### config.mk
export PLATFORM = sky130hd
export DESIGN_NAME = kwdt_top
export DESIGN_NICKNAME = d
export VERILOG_FILES = /design/src/rtl/kwdt_pkg.sv /design/src/rtl/kwdt_prescale.sv /design/src/rtl/kwdt_counter.sv /design/src/rtl/kwdt_stretch.sv /design/src/rtl/kwdt_regs.sv /design/src/rtl/kwdt_top.sv
export SDC_FILE = /design/constraint.sdc
export NUM_CORES = 1
export LEC_CHECK = 0
export BUFFER_PORTS_ARGS = -buffer_cell sky130_fd_sc_hd__buf_2
export CAP_MARGIN = 10
export CORE_MARGIN = 5
export CORE_UTILIZATION = 40
export CTS_BUF_LIST = sky130_fd_sc_hd__clkbuf_4 sky130_fd_sc_hd__clkbuf_8
export DETAILED_ROUTE_END_ITERATION = 10
export HOLD_SLACK_MARGIN = 0.03
export PLACE_DENSITY = 0.61
export SLEW_MARGIN = 10
export SYNTH_ARGS = -nofsm -noshare
export SYNTH_HDL_FRONTEND = slang
export SYNTH_SLANG_ARGS = --single-unit
### constraint.sdc
create_clock -name clk -period 2.2 [get_ports clk]
set_input_delay 0.11 -clock clk [delete_from_list [all_inputs] [get_ports clk]]
set_output_delay 0.11 -clock clk [all_outputs]
set_load 0.05 [all_outputs]
### src/rtl/kwdt_pkg.sv
package kwdt_pkg;
   localparam int KEY_LSB   = 24;
   localparam int KEY_W     = 8;
   localparam int F_EN      = 16;
   localparam int F_IRQ     = 17;
   localparam int F_PIN     = 18;
   localparam int F_RST     = 19;
   localparam int F_SEL_LSB = 20;
   localparam int RELOAD_FIELD_W = 16;
   localparam int SEL_FIELD_W    = 3;

   localparam logic [1:0] A_CTRL = 2'd0;
   localparam logic [1:0] A_KICK = 2'd1;
   localparam logic [1:0] A_STAT = 2'd2;

   typedef struct packed {
      logic rst_en;
      logic pin_en;
      logic irq_en;
   } kwdt_act_t;
endpackage

### src/rtl/kwdt_prescale.sv
module kwdt_prescale #(
   parameter int SEL_W = 3
) (
   input  logic             clk,
   input  logic             rst_n,
   input  logic             clr,
   input  logic [SEL_W-1:0] sel,
   output logic             tick
);
   localparam int PRE_W = (1 << SEL_W) - 1;

   logic [PRE_W-1:0] cnt_q;
   logic [PRE_W-1:0] limit;

   // limit = 2^sel - 1, so a tick comes every 2^sel clocks
   assign limit = ~({PRE_W{1'b1}} << sel);
   assign tick  = (cnt_q == limit);

   always_ff @(posedge clk or negedge rst_n) begin
      if (!rst_n)
         cnt_q <= '0;
      else if (clr || tick)
         cnt_q <= '0;
      else
         cnt_q <= cnt_q + 1'b1;
   end
endmodule

### src/rtl/kwdt_counter.sv
module kwdt_counter #(
   parameter int CNT_W = 16
) (
   input  logic             clk,
   input  logic             rst_n,
   input  logic             en,
   input  logic             tick,
   input  logic             load,
   input  logic [CNT_W-1:0] load_val,
   input  logic [CNT_W-1:0] reload,
   output logic [CNT_W-1:0] count,
   output logic             expire
);
   logic [CNT_W-1:0] cnt_q;

   assign count  = cnt_q;
   assign expire = en && tick && !load && (cnt_q == '0);

   always_ff @(posedge clk or negedge rst_n) begin
      if (!rst_n)
         cnt_q <= '0;
      else if (load)
         cnt_q <= load_val;
      else if (en && tick)
         cnt_q <= (cnt_q == '0) ? reload : cnt_q - 1'b1;
   end
endmodule

### src/rtl/kwdt_stretch.sv
module kwdt_stretch #(
   parameter int LEN = 8
) (
   input  logic clk,
   input  logic rst_n,
   input  logic trig,
   output logic active
);
   generate
      if (LEN == 1) begin : g_single
         logic q;
         always_ff @(posedge clk or negedge rst_n) begin
            if (!rst_n) q <= 1'b0;
            else        q <= trig;
         end
         assign active = q;
      end else begin : g_multi
         localparam int CW = $clog2(LEN + 1);
         logic [CW-1:0] cnt_q;
         always_ff @(posedge clk or negedge rst_n) begin
            if (!rst_n)           cnt_q <= '0;
            else if (trig)        cnt_q <= CW'(LEN);
            else if (cnt_q != '0) cnt_q <= cnt_q - 1'b1;
         end
         assign active = (cnt_q != '0);
      end
   endgenerate
endmodule

### src/rtl/kwdt_regs.sv
module kwdt_regs
   import kwdt_pkg::*;
#(
   parameter int          CNT_W = 16,
   parameter int          SEL_W = 3,
   parameter logic [7:0]  KEY   = 8'h5A
) (
   input  logic             clk,
   input  logic             rst_n,
   input  logic             wr,
   input  logic [1:0]       addr,
   input  logic [31:0]      wdata,
   input  logic [CNT_W-1:0] count,
   input  logic             expire,
   output logic             en,
   output kwdt_act_t        act,
   output logic [SEL_W-1:0] sel,
   output logic [CNT_W-1:0] reload,
   output logic             load,
   output logic [CNT_W-1:0] load_val,
   output logic             expired,
   output logic             keyerr,
   output logic [31:0]      rdata
);
   logic key_ok, mapped, wr_good, wr_bad;
   logic clr_exp, clr_err;
   logic unused_wdata;

   assign unused_wdata = ^wdata;
   assign key_ok  = (wdata[KEY_LSB +: KEY_W] == KEY);
   assign mapped  = (addr != 2'd3);
   assign wr_good = wr && mapped && key_ok;
   assign wr_bad  = wr && mapped && !key_ok;
   assign clr_exp = wr_good && (addr == A_STAT) && wdata[0];
   assign clr_err = wr_good && (addr == A_STAT) && wdata[1];

   assign load     = wr_good && ((addr == A_CTRL) || (addr == A_KICK));
   assign load_val = (addr == A_CTRL) ? wdata[CNT_W-1:0] : reload;

   always_ff @(posedge clk or negedge rst_n) begin
      if (!rst_n) begin
         en     <= 1'b0;
         act    <= '0;
         sel    <= '0;
         reload <= '0;
      end else if (wr_good && (addr == A_CTRL)) begin
         en         <= wdata[F_EN];
         act.irq_en <= wdata[F_IRQ];
         act.pin_en <= wdata[F_PIN];
         act.rst_en <= wdata[F_RST];
         sel        <= wdata[F_SEL_LSB +: SEL_W];
         reload     <= wdata[CNT_W-1:0];
      end
   end

   always_ff @(posedge clk or negedge rst_n) begin
      if (!rst_n) begin
         expired <= 1'b0;
         keyerr  <= 1'b0;
      end else begin
         if (expire)       expired <= 1'b1;
         else if (clr_exp) expired <= 1'b0;
         if (wr_bad)       keyerr  <= 1'b1;
         else if (clr_err) keyerr  <= 1'b0;
      end
   end

   always_comb begin
      rdata = '0;
      unique case (addr)
         A_CTRL: begin
            rdata[CNT_W-1:0]             = reload;
            rdata[F_EN]                  = en;
            rdata[F_IRQ]                 = act.irq_en;
            rdata[F_PIN]                 = act.pin_en;
            rdata[F_RST]                 = act.rst_en;
            rdata[F_SEL_LSB +: SEL_W]    = sel;
         end
         A_KICK:  rdata[CNT_W-1:0] = count;
         A_STAT:  rdata[1:0]       = {keyerr, expired};
         default: rdata            = '0;
      endcase
   end
endmodule

### src/rtl/kwdt_top.sv
module kwdt_top
   import kwdt_pkg::*;
#(
   parameter int         CNT_W     = 16,
   parameter int         SEL_W     = 3,
   parameter int         PULSE_LEN = 8,
   parameter logic [7:0] KEY       = 8'h5A
) (
   input  logic        clk,
   input  logic        rst_n,
   input  logic        bus_wr,
   input  logic [1:0]  bus_addr,
   input  logic [31:0] bus_wdata,
   output logic [31:0] bus_rdata,
   output logic        wd_irq,
   output logic        wd_ovf_n,
   output logic        wd_rst_req
);
   generate
      if (CNT_W < 1 || CNT_W > RELOAD_FIELD_W) begin : g_bad_cnt
         $error("kwdt_top: CNT_W must be 1..16");
      end
      if (SEL_W < 1 || SEL_W > SEL_FIELD_W) begin : g_bad_sel
         $error("kwdt_top: SEL_W must be 1..3");
      end
      if (PULSE_LEN < 1) begin : g_bad_pulse
         $error("kwdt_top: PULSE_LEN must be at least 1");
      end
   endgenerate

   logic             en_w, load_w, tick_w, expire_w;
   logic             expired_w, keyerr_w, pin_active_w;
   kwdt_act_t        act_w;
   logic [SEL_W-1:0] sel_w;
   logic [CNT_W-1:0] reload_w, load_val_w, count_w;
   logic             rst_q;

   kwdt_regs #(.CNT_W(CNT_W), .SEL_W(SEL_W), .KEY(KEY)) regs_i (
      .clk(clk), .rst_n(rst_n), .wr(bus_wr), .addr(bus_addr), .wdata(bus_wdata),
      .count(count_w), .expire(expire_w), .en(en_w), .act(act_w), .sel(sel_w),
      .reload(reload_w), .load(load_w), .load_val(load_val_w),
      .expired(expired_w), .keyerr(keyerr_w), .rdata(bus_rdata)
   );

   kwdt_prescale #(.SEL_W(SEL_W)) pre_i (
      .clk(clk), .rst_n(rst_n), .clr(load_w || !en_w), .sel(sel_w), .tick(tick_w)
   );

   kwdt_counter #(.CNT_W(CNT_W)) cnt_i (
      .clk(clk), .rst_n(rst_n), .en(en_w), .tick(tick_w), .load(load_w),
      .load_val(load_val_w), .reload(reload_w), .count(count_w), .expire(expire_w)
   );

   kwdt_stretch #(.LEN(PULSE_LEN)) pin_i (
      .clk(clk), .rst_n(rst_n), .trig(expire_w && act_w.pin_en), .active(pin_active_w)
   );

   always_ff @(posedge clk or negedge rst_n) begin
      if (!rst_n) rst_q <= 1'b0;
      else        rst_q <= expire_w && act_w.rst_en;
   end

   assign wd_rst_req = rst_q;
   assign wd_ovf_n   = !pin_active_w;
   assign wd_irq     = expired_w && act_w.irq_en;
endmodule

# Word-level counts from Yosys, hierarchy flattened
# Index checks and enable logic that the tools add are counted.
# Widths: inputs -> output; s select.
word_totals:
  elab_cells: 64
  regBits: 53
  mem_bits_rw: 0
  latchBits: 0
  rom_bits: 0
  memories: 0
  input_bits: 37
classes:
  n_bitwise: 1
  magnitude_cmp: 0
  n_reduce_logical: 28
  add_sub_neg: 3
  n_eq_ne: 5
  div_mod_pow: 0
  multipliers: 0
  n_mux: 14
  n_shift: 1
ops:
  columns: ["cell", "count"]
  rows:
  - ["$mux 16", 4]
  - ["$pmux 14 s2", 1]
  - ["$logic_not 16->1", 1]
  - ["$sub 16x1->16 const B", 1]
  - ["$logic_and 1x1->1", 14]
  - ["$mux 7", 2]
  - ["$eq 8x7->1 const B", 1]
  - ["$mux 4", 2]
  - ["$reduce_bool 2->1", 4]
  - ["$add 7x1->7 const B", 1]
  - ["$eq 7x7->1", 1]
  - ["$not 7->7", 1]
  - ["$shl 7x3->7 const A", 1]
  - ["$pmux 2 s3", 1]
  - ["$logic_not 1->1", 4]
  - ["$mux 1", 4]
  - ["$reduce_bool 4->1", 1]
  - ["$sub 4x1->4 const B", 1]
  - ["$logic_or 1x1->1", 3]
  - ["$eq 2x1->1 const B", 1]
  - ["$eq 2x2->1 const B", 1]
  - ["$logic_not 2->1", 1]
  - ["$ne 2x2->1 const B", 1]

# Logic depth before layout (Yosys ltp)
# Gate-level depths: netlist of run 1.
logic_depth:
  depth_word: 9
  mapped_depth: 8
  ltp_nobuf: 8

# Hierarchy
# A second synthesis of run 1 with hierarchy kept.
hier_totals:
  cells_unflattened: 382
  hier_area_um2: 3743.6
modules_own_cells:
  columns: ["mod", "instances", "cells_per_inst", "area_per_inst_um2", "seq_area_each_um2"]
  rows:
  - ["kwdt_regs", 1, 136, 1650.3, 625.6]
  - ["kwdt_counter", 1, 169, 1332.5, 400.4]
  - ["kwdt_prescale", 1, 51, 489.2, 175.2]
  - ["kwdt_stretch", 1, 20, 217.7, 100.1]
  - ["kwdt_top", 1, 6, 53.8, 25.0]

# Worst setup path before layout of run 1
# Ideal clock, no wire load.
synth_path:
  path_type: "register to register"
  startpoint: "register pin_i.g_multi.cnt_q[0]"
  endpoint: "register pin_i.g_multi.cnt_q[1]"
  period_less_slack_ps: 2378
  setup_slack_ps: -178
  stages_incl_launch_ff: 7
  required_time_ps: 2069
  t_arrival_ps: 2247
  path_buffers: 0
  cell_sequence: "dfrtp_1 inv_1 ha_1 nor3b_1 nor2_1 a21oi_1 nor2_1"
synth_via:
  elab_chain_len: 3
  word_cells_on_any_way: 5
  classes_between: "add/sub (1); mux (2); reduce/logical (2)"
synth_rtl:
  columns: ["element", "line_no", "rtl"]
  rows:
  - ["start, declared", "kwdt_stretch.sv:19", "logic [CW-1:0] cnt_q;"]
  - ["start signal, assigned", "kwdt_stretch.sv:22", "else if (trig) cnt_q <= CW'(LEN);"]
  - ["start signal, assigned", "kwdt_stretch.sv:23", "else if (cnt_q != '0) cnt_q <= cnt_q - 1'b1;"]
  - ["$sub 4x1->4", "kwdt_stretch.sv:23", null]
  - ["$mux 4", "kwdt_stretch.sv:23", null]
  - ["$mux 4", "kwdt_stretch.sv:22", null]
# Parallel ways exist; a longest one is shown, timed or not. The select of a mux whose other input is x is not followed.
# A chain may end at the register's enable or synchronous reset.

# Worst setup path after layout of run 1
layout_path:
  startpoint: "register regs_i.sel[2]"
  endpoint: "register cnt_i.cnt_q[5] (netlist: cnt_i.count[5])"
layout_via:
  elab_chain_len: 5
layout_rtl:
  columns: ["element", "line_no", "rtl"]
  rows:
  - ["start, declared", "kwdt_regs.sv:17", "output logic [SEL_W-1:0] sel,"]
  - ["start signal, assigned", "kwdt_regs.sv:51", "sel <= wdata[F_SEL_LSB +: SEL_W];"]
  - ["$shl 7x3->7", "kwdt_prescale.sv:16", "assign limit = ~({PRE_W{1'b1}} << sel);"]
  - ["$not 7->7", "kwdt_prescale.sv:16", null]
  - ["$eq 7x7->1", "kwdt_prescale.sv:17", "assign tick = (cnt_q == limit);"]
  - ["$logic_and 1x1->1", "kwdt_counter.sv:24", "else if (en && tick)"]
  - ["$reduce_bool 2->1 (no source line)", null, null]
  - ["end signal, assigned", "kwdt_counter.sv:23", "cnt_q <= load_val;"]
  - ["end signal, assigned", "kwdt_counter.sv:25", "cnt_q <= (cnt_q == '0) ? reload : cnt_q - 1'b1;"]
  - ["end, declared", "kwdt_counter.sv:14", "logic [CNT_W-1:0] cnt_q;"]
# No other way between the ends.

==> results.md, run 1 <==
- Clock network fraction of total power: 0.313
- Worst path bufs/invs: 2
- Mux contribution to synthesized area: 0.1309
- Drt wl/cell: 16.02 µm
- CTS Sinks: 53
- Top Ports: 72
- Core ar.: 8258 µm²
- Initial antenna violation count: 0
- Crit Path Class: reg -> reg
- Tmin final: about 2100 ps
- Slew Viols, Final: 0
- Worst Path Required: 2400 ps
- Syn Std Cell Area: 3412 µm²
- Status: complete, no violations
- Hold WS: about 38 ps
- Number of synthesis warnings: 0
- Layout cells sized above 1: 0.2830
- Largest net degree at the start of global routing: 30
- Seq/Total Area, Yosys: 0.3887
- Fmax: 478.5 MHz
- Leak pwr: 2.049 nW
- Post-synthesis compound-gate area fraction: 0.1525
- Sw Pwr: 0.7084 mW
- CTS max path bufs: 2
- CTS buffer count: 5
- H-tree depth: 2
- RSZ-0062 raised after global routing: true
- Die H: between 100 and 150 µm
- Seq pwr share: 0.474
- I/O Buffers: 61
- Grt total ovfl: 0
- Cell mode on critical path: buf_4
- Worst VDD drop: roughly 0.28 mV
- Adder-cell share of the synthesized area: 0.01100
- Pint: 1.566 mW
- Simple-gate area share of the yosys netlist: 0.2376
- Critical path peak fanout: 11
- First-pass iteration count of the detailed router: 4
- Total Wirelength: 9.324 mm
- # fillers: approximately 810
- Worst Hold Class: in -> reg
- Layout Nets: about 520
- Number of remaining DRC errors: 0
- Vias in the first global route: 3033
- Main flop type after synthesis: dfrtp_1
- Cell variety after synth: 66
- EDFF count, synth: 0
- CP peak stage delay: about 500 ps
- Post-Synth XOR/XNOR Area: 0.01797
- Clock transition at path regs: 110 ps
- Initial Util: 0.4132
- Worst-skew pair later-pin latency: 320 ps
- GP Congestion: 0.8859
- Logic pwr share: 0.213
- Worst Path Arrival: 2290 ps
- Largest family of logic cells by synthesized area: simple AND/OR/NAND/NOR gates
- Pwr dens: 533.8 nW/µm²
- Ant. Diodes: 0
- Final Skew: 12.35 ps
- Ys async rst share: 1.000
- Antenna Nets Post-Route: 0
- Switching part of the total: 0.3115
- DRT iter0 DRCs: 149
- Final Hold Fails: 0
- Tightest Pin Transition: 608.1 ps
- Avg Vias per Cell: approximately 5.4
- Synth Register Bits: 53
- Final period utilization: 0.9500
- Top Family by Delay on Critical Path: compound AO/OA/AOI/OAI gates
- CTS tree: done
- Hpwl dp: 6.909 mm
- Mapped Cells: 383
- Die area: roughly 10000 µm²
- Root buf cell: clkbuf_8
- Avg Cell Area, Syn: 8.909 µm²
- Slew HR: 0.5946
- Max cap viols: 0
- Critical-path top delay cell: dfrtp_2
- Startpoint types: register
- Overall power: 2.274 mW
- Crit. End Element: register
- Area grow syn2layout: 24.86%
- Die X: 102.4 µm
- Row count: 33
- Gr usage total: 0.1807
- Crit-path cells: nor4_1 > a31oi_1 > a22oi_2 > nand4_1 > buf_4 > buf_4 > o31ai_1 > a21oi_1
- First-pass GRT wire length: around 15 mm
- # setup viols final: 0
- Vias: around 3200
[layout by cell type, fill, tap and decap left out, drive strengths merged, types with 8 or more instances in the layout]
| master | instances |
|---|---|
| a21oi | 14 |
| and3 | 8 |
| buf | 92 |
| conb | 9 |
| dfrtp | 53 |
| dlygate4sd3 | 16 |
| inv | 13 |
| mux2 | 21 |
| mux2i | 21 |
| nand2 | 46 |
| nand3 | 18 |
| nor2 | 46 |
| o21ai | 20 |
[repair_timing]
action	CTS	global route
pin swaps	1	1
endpoints found under the hold margin	38	1
gates resized for setup	0	6
setup buffers	2	0
setup endpoints to repair	4	10
hold buffers	15	1
[logic make-up (layout without fill, tap and decap cells)]
kind of cell,Yosys count,in the layout
AO/OA/AOI/OAI,77,77
XOR/XNOR,7,7
adder cells (fa/ha/maj),3,3
buffers and inverters,41,127
flip-flops,53,53
multiplexers,42,42
other,1,9
AND/OR/NAND/NOR,159,159
[stage by stage]
| stage | std cells | area [µm²] | TNS [ps] | util | setup WS [ps] |
|---|---|---|---|---|---|
| floorplan | 391 | 3447 | 0 | - | 138.6 |
| global placement | 556 | 3950 | 0 | 0.4783 | 62.88 |
| detailed placement | 556 | 3950 | 0 | 0.4783 | 17.00 |
| CTS | 581 | 4232 | 0 | 0.5124 | 30.16 |
| global route | 582 | 4260 | -5.876 | 0.5159 | -5.874 |
| finish | 582 | 4260 | 0 | 0.5159 | 110.1 |
[state kept, by name, summed over array words and instances, names as in the netlist]
signal / flops
regs_i.expired: 1
pin_i.g_multi.cnt_q: 4
regs_i.reload: 16
regs_i.act: 3
regs_i.keyerr: 1
cnt_i.count: 16
regs_i.en: 1
pre_i.cnt_q: 7
regs_i.sel: 3
wd_rst_req: 1
[path summary, 6_finish.rpt]
kind	startpoint	to	slack, ps	depth (start not counted)
setup / recovery	regs_i.sel[2]	cnt_i.count[5]	110	8
hold / removal	bus_wdata[4]	regs_i.reload[4]	40	2
setup reg to reg	regs_i.sel[2]	cnt_i.count[5]	110	8
hold reg to reg	pre_i.cnt_q[0]	pre_i.cnt_q[0]	540	1
max in group asynchronous	rst_n	cnt_i.count[5]	1290	3
min in group asynchronous	rst_n	pre_i.cnt_q[3]	320	2
[layer usage]
metal	vias to the layer above	share of wire	track usage
met3	12	0.045	0.02799
met2	69	0.49	0.3098
li1	1550	-	-
met5	-	0	0
met4	0	0.011	0.04743
met1	1523	0.46	0.2380
[power groups by stage]
stage | clock network (mW) | registers [mW] | logic [mW]
CTS | 0.728 | 1.07 | 0.487
floorplan | 0 | 1.08 | 0.345
detailed placement | 0 | 1.09 | 0.465
global route | 0.759 | 1.08 | 0.535
global placement | 0 | 1.09 | 0.457
finish | 0.712 | 1.08 | 0.486
[Yosys cell counts (5+ instances only)]
cell / n / area [µm²]
a31oi_1: 5 / 31.28
nand2_1: 46 / 172.7
and3_1: 8 / 50.05
buf_2: 5 / 25.02
clkbuf_1: 12 / 45.04
dfrtp_1: 53 / 1326
nand3_1: 17 / 85.08
inv_1: 10 / 37.54
xnor2_1: 6 / 52.55
nor4_1: 5 / 31.28
mux2_2: 20 / 225.2
buf_4: 10 / 75.07
a21oi_1: 14 / 70.07
o21ai_1: 12 / 60.06
mux2i_1: 21 / 210.2
and2_1: 7 / 43.79
nor2_1: 45 / 168.9
o21ai_0: 8 / 40.04
o211ai_1: 7 / 52.55
[worst register-to-register path: stages, from the launching register on]
cell	delay, ps
dfrtp_2	500
nor4_1	290
a31oi_1	80
a22oi_2	290
nand4_1	170
buf_4	190
buf_4	150
o31ai_1	240
a21oi_1	60
[cell type report]
type | instances | area, µm² | share of cell area
Multi-Input combinational cell | 297 | 1932 | 0.4534
Sequential cell | 53 | 1329 | 0.3119
Timing Repair Buffer | 108 | 710.7 | 0.1668
Tap cell | 105 | 131.4 | 0.03084
Clock buffer | 5 | 68.82 | 0.01615
Clock inverter | 3 | 47.55 | 0.01116
Inverter | 11 | 41.29 | 0.009692
Note: power is estimated with default switching activity, not from simulation.
==> run 2, diff against run 1 <==
Settings changed: CAP_MARGIN 10 to 15, PLACE_DENSITY 0.61 to 0.59.
Clock period 2.2 ns to 2 ns, I/O delays scaled along.
==> results.md, run 2 (synthesis gave the netlist of run 1 again) <==
- Met3 WL: 474 µm (+14%)
- Worst VDD drop: 0.2700 mV (-2.5%)
- CTS buffer count: 5 (unchanged)
- Max cap viols: 0 (unchanged)
- CTS Sinks: 53 (unchanged)
- Critical-path top delay cell: or4_4
- First-pass GRT wire length: 15.61 mm (+4.3%)
- Status: complete, but fails checks
- Worst path bufs/invs: 0 (-2)
- Startpoint types: register
- Final Skew: 6.868 ps (-5.480 ps)
- CTS tree: done
- RSZ-0062 raised after global routing: true
- GP Congestion: 0.8571 (-3.3%)
- Crit Path Class: reg -> reg
- Gr usage total: 0.1892 (+0.008522)
- Largest net degree at the start of global routing: 54 (+80%)
- Slew Viols, Final: 0 (unchanged)
- Commonest non-fill, non-tap cell in the layout: buf_2
- Total Wirelength: 9.885 mm (+6.0%)
- Hpwl dp: 7.171 mm (+3.8%)
- Root buf cell: clkbuf_8
- Met2 wire len: 4.920 mm (+8.6%)
- Avg Vias per Cell: 5.404 (-0.28%)
- Core ar.: 8258 µm² (unchanged)
- Number of remaining DRC errors: 0 (unchanged)
- I/O Buffers: 61 (unchanged)
- Tmin final: 2037 ps (-52.69 ps)
- Die X: 102.4 µm (unchanged)
- Top layer used by detailed routing: met4
- # fillers: 771 (-4.5%)
- Initial antenna violation count: 0 (unchanged)
- Die area: 10480 µm² (unchanged)
- Inst Count DP: 572 (+2.9%)
- Antenna Nets Post-Route: 0 (unchanged)
- Crit. End Element: register
- Pwr dens: 554.8 nW/µm² (+3.9%)
- Top Ports: 72 (unchanged)
- Grt total ovfl: 0 (unchanged)
- Critical path peak fanout: 5 (-6)
- Initial Util: 0.4132 (unchanged)
- Finished Layout Cells: 599 (+2.9%)
- Final period utilization: 1.019 (+0.06865)
- Ant. Diodes: 0 (unchanged)
- Area grow syn2layout: 33.37%
- # setup viols final: 6 (+6)
- Worst Hold Class: in -> reg
- Top Family by Delay on Critical Path: simple AND/OR/NAND/NOR gates
- Layout cells sized above 1: 0.3664 (+0.08338)
- Worst Path Arrival: 2240 ps (-50 ps)
- Vias: 3237 (+2.6%)
- Worst Path Required: 2200 ps (-200 ps)
- Drt wl/cell: 16.50 µm (+3.0%)
- Crit-path cells: or4_4 > nor3_4 > nand3_4 > o211a_1 > o311a_1
- Fmax: 490.9 MHz (+2.6%)
- H-tree depth: 2 (unchanged)
- Worst-skew pair later-pin latency: 310 ps (about the same)
- Tightest Pin Transition: 688.7 ps (+80.56 ps)
- CP peak stage delay: 580 ps (+80 ps)
- Die H: 102.4 µm (unchanged)
- Finished Core Util: 0.5511 (+0.03515)
- Setup ws final: -37.23 ps (-147.3 ps)
- Most frequent cells in the layout: buf_2, dfrtp_1, nand2_1
- Failing checks: setup timing
- Final Hold Fails: 0 (unchanged)
- Wl on met1: 4.392 mm (+2.8%)
- Slew HR: 0.5409 (-0.05371)
- Post-route setup TNS: -145.9 ps (-145.9 ps)
- Leak pwr: 2.165 nW (+5.7%)
- First-pass iteration count of the detailed router: 4 (unchanged)
- Vias in the first global route: 3117 (+2.8%)
- Clock transition at path regs: 100 ps (about the same)
- Layout Nets: 533 (+3.3%)
- CTS max path bufs: 2 (unchanged)
- Row count: 33 (unchanged)
- DRT iter0 DRCs: 168 (+13%)
[run 2: area by class of cell]
cell class | instances | area (µm²) | share of cell area
Multi-Input combinational cell | 297 | 2062 | 0.4531
Sequential cell | 53 | 1330 | 0.2923
Timing Repair Buffer | 125 | 863.3 | 0.1897
Tap cell | 105 | 131.4 | 0.02887
Clock buffer | 7 | 90.09 | 0.01980
Inverter | 11 | 43.79 | 0.009623
Clock inverter | 1 | 30.03 | 0.006599
[run 2: per-layer routing]
metal,vias up,track usage
li1,1580,-
met1,1572,0.2502
met2,75,0.3328
met3,10,0.02253
met4,0,0.04036
met5,-,0
[run 2: timing repair]
item / in CTS / in global routing
endpoints found under the setup margin: 20 / 22
gates resized for setup: 8 / 37
setup buffers: 3 / 4
pin swaps: 6 / 23
hold endpoints to repair: 64 / 0
hold buffers: 12 / 0
[run 2: power by group]
part	total (mW)	switching (mW)	leakage, nW	internal, mW
combinational	0.553	0.338	1.41	0.215
sequential	1.18	0.0533	0.689	1.13
clock	0.788	0.366	0.0619	0.423
[run 2: per-stage QoR]
stage          power (mW)  hold WS, ps  cell area (µm²)  setup WS (ps)
3_3_place_gp        1.705        279.9             4085         -20.29
5_1_grt             2.641        42.64             4551         -116.4
4_1_cts             2.534        30.20             4365         0.1306
3_5_place_dp        1.723        283.9             4085         -58.06
6_report            2.525        30.31             4551         -37.23
2_1_floorplan       1.570       -195.6             3447         -61.43
[run 2: worst paths after layout]
check / from / to / slack [ps] / cells past startpoint
setup / recovery: cnt_i.count[9] / cnt_i.count[2] / -40 / 5
hold / removal: bus_wdata[12] / regs_i.reload[12] / 30 / 3
setup reg to reg: cnt_i.count[9] / cnt_i.count[2] / -40 / 5
hold reg to reg: regs_i.act[0] / regs_i.act[0] / 540 / 1
max in group asynchronous: rst_n / regs_i.sel[2] / 1070 / 3
min in group asynchronous: rst_n / pre_i.cnt_q[4] / 450 / 3
[run 2: worst min-delay path: stages]
cell and delay (ps):
buf_2 90, nand2_1 40, o21ai_0 70
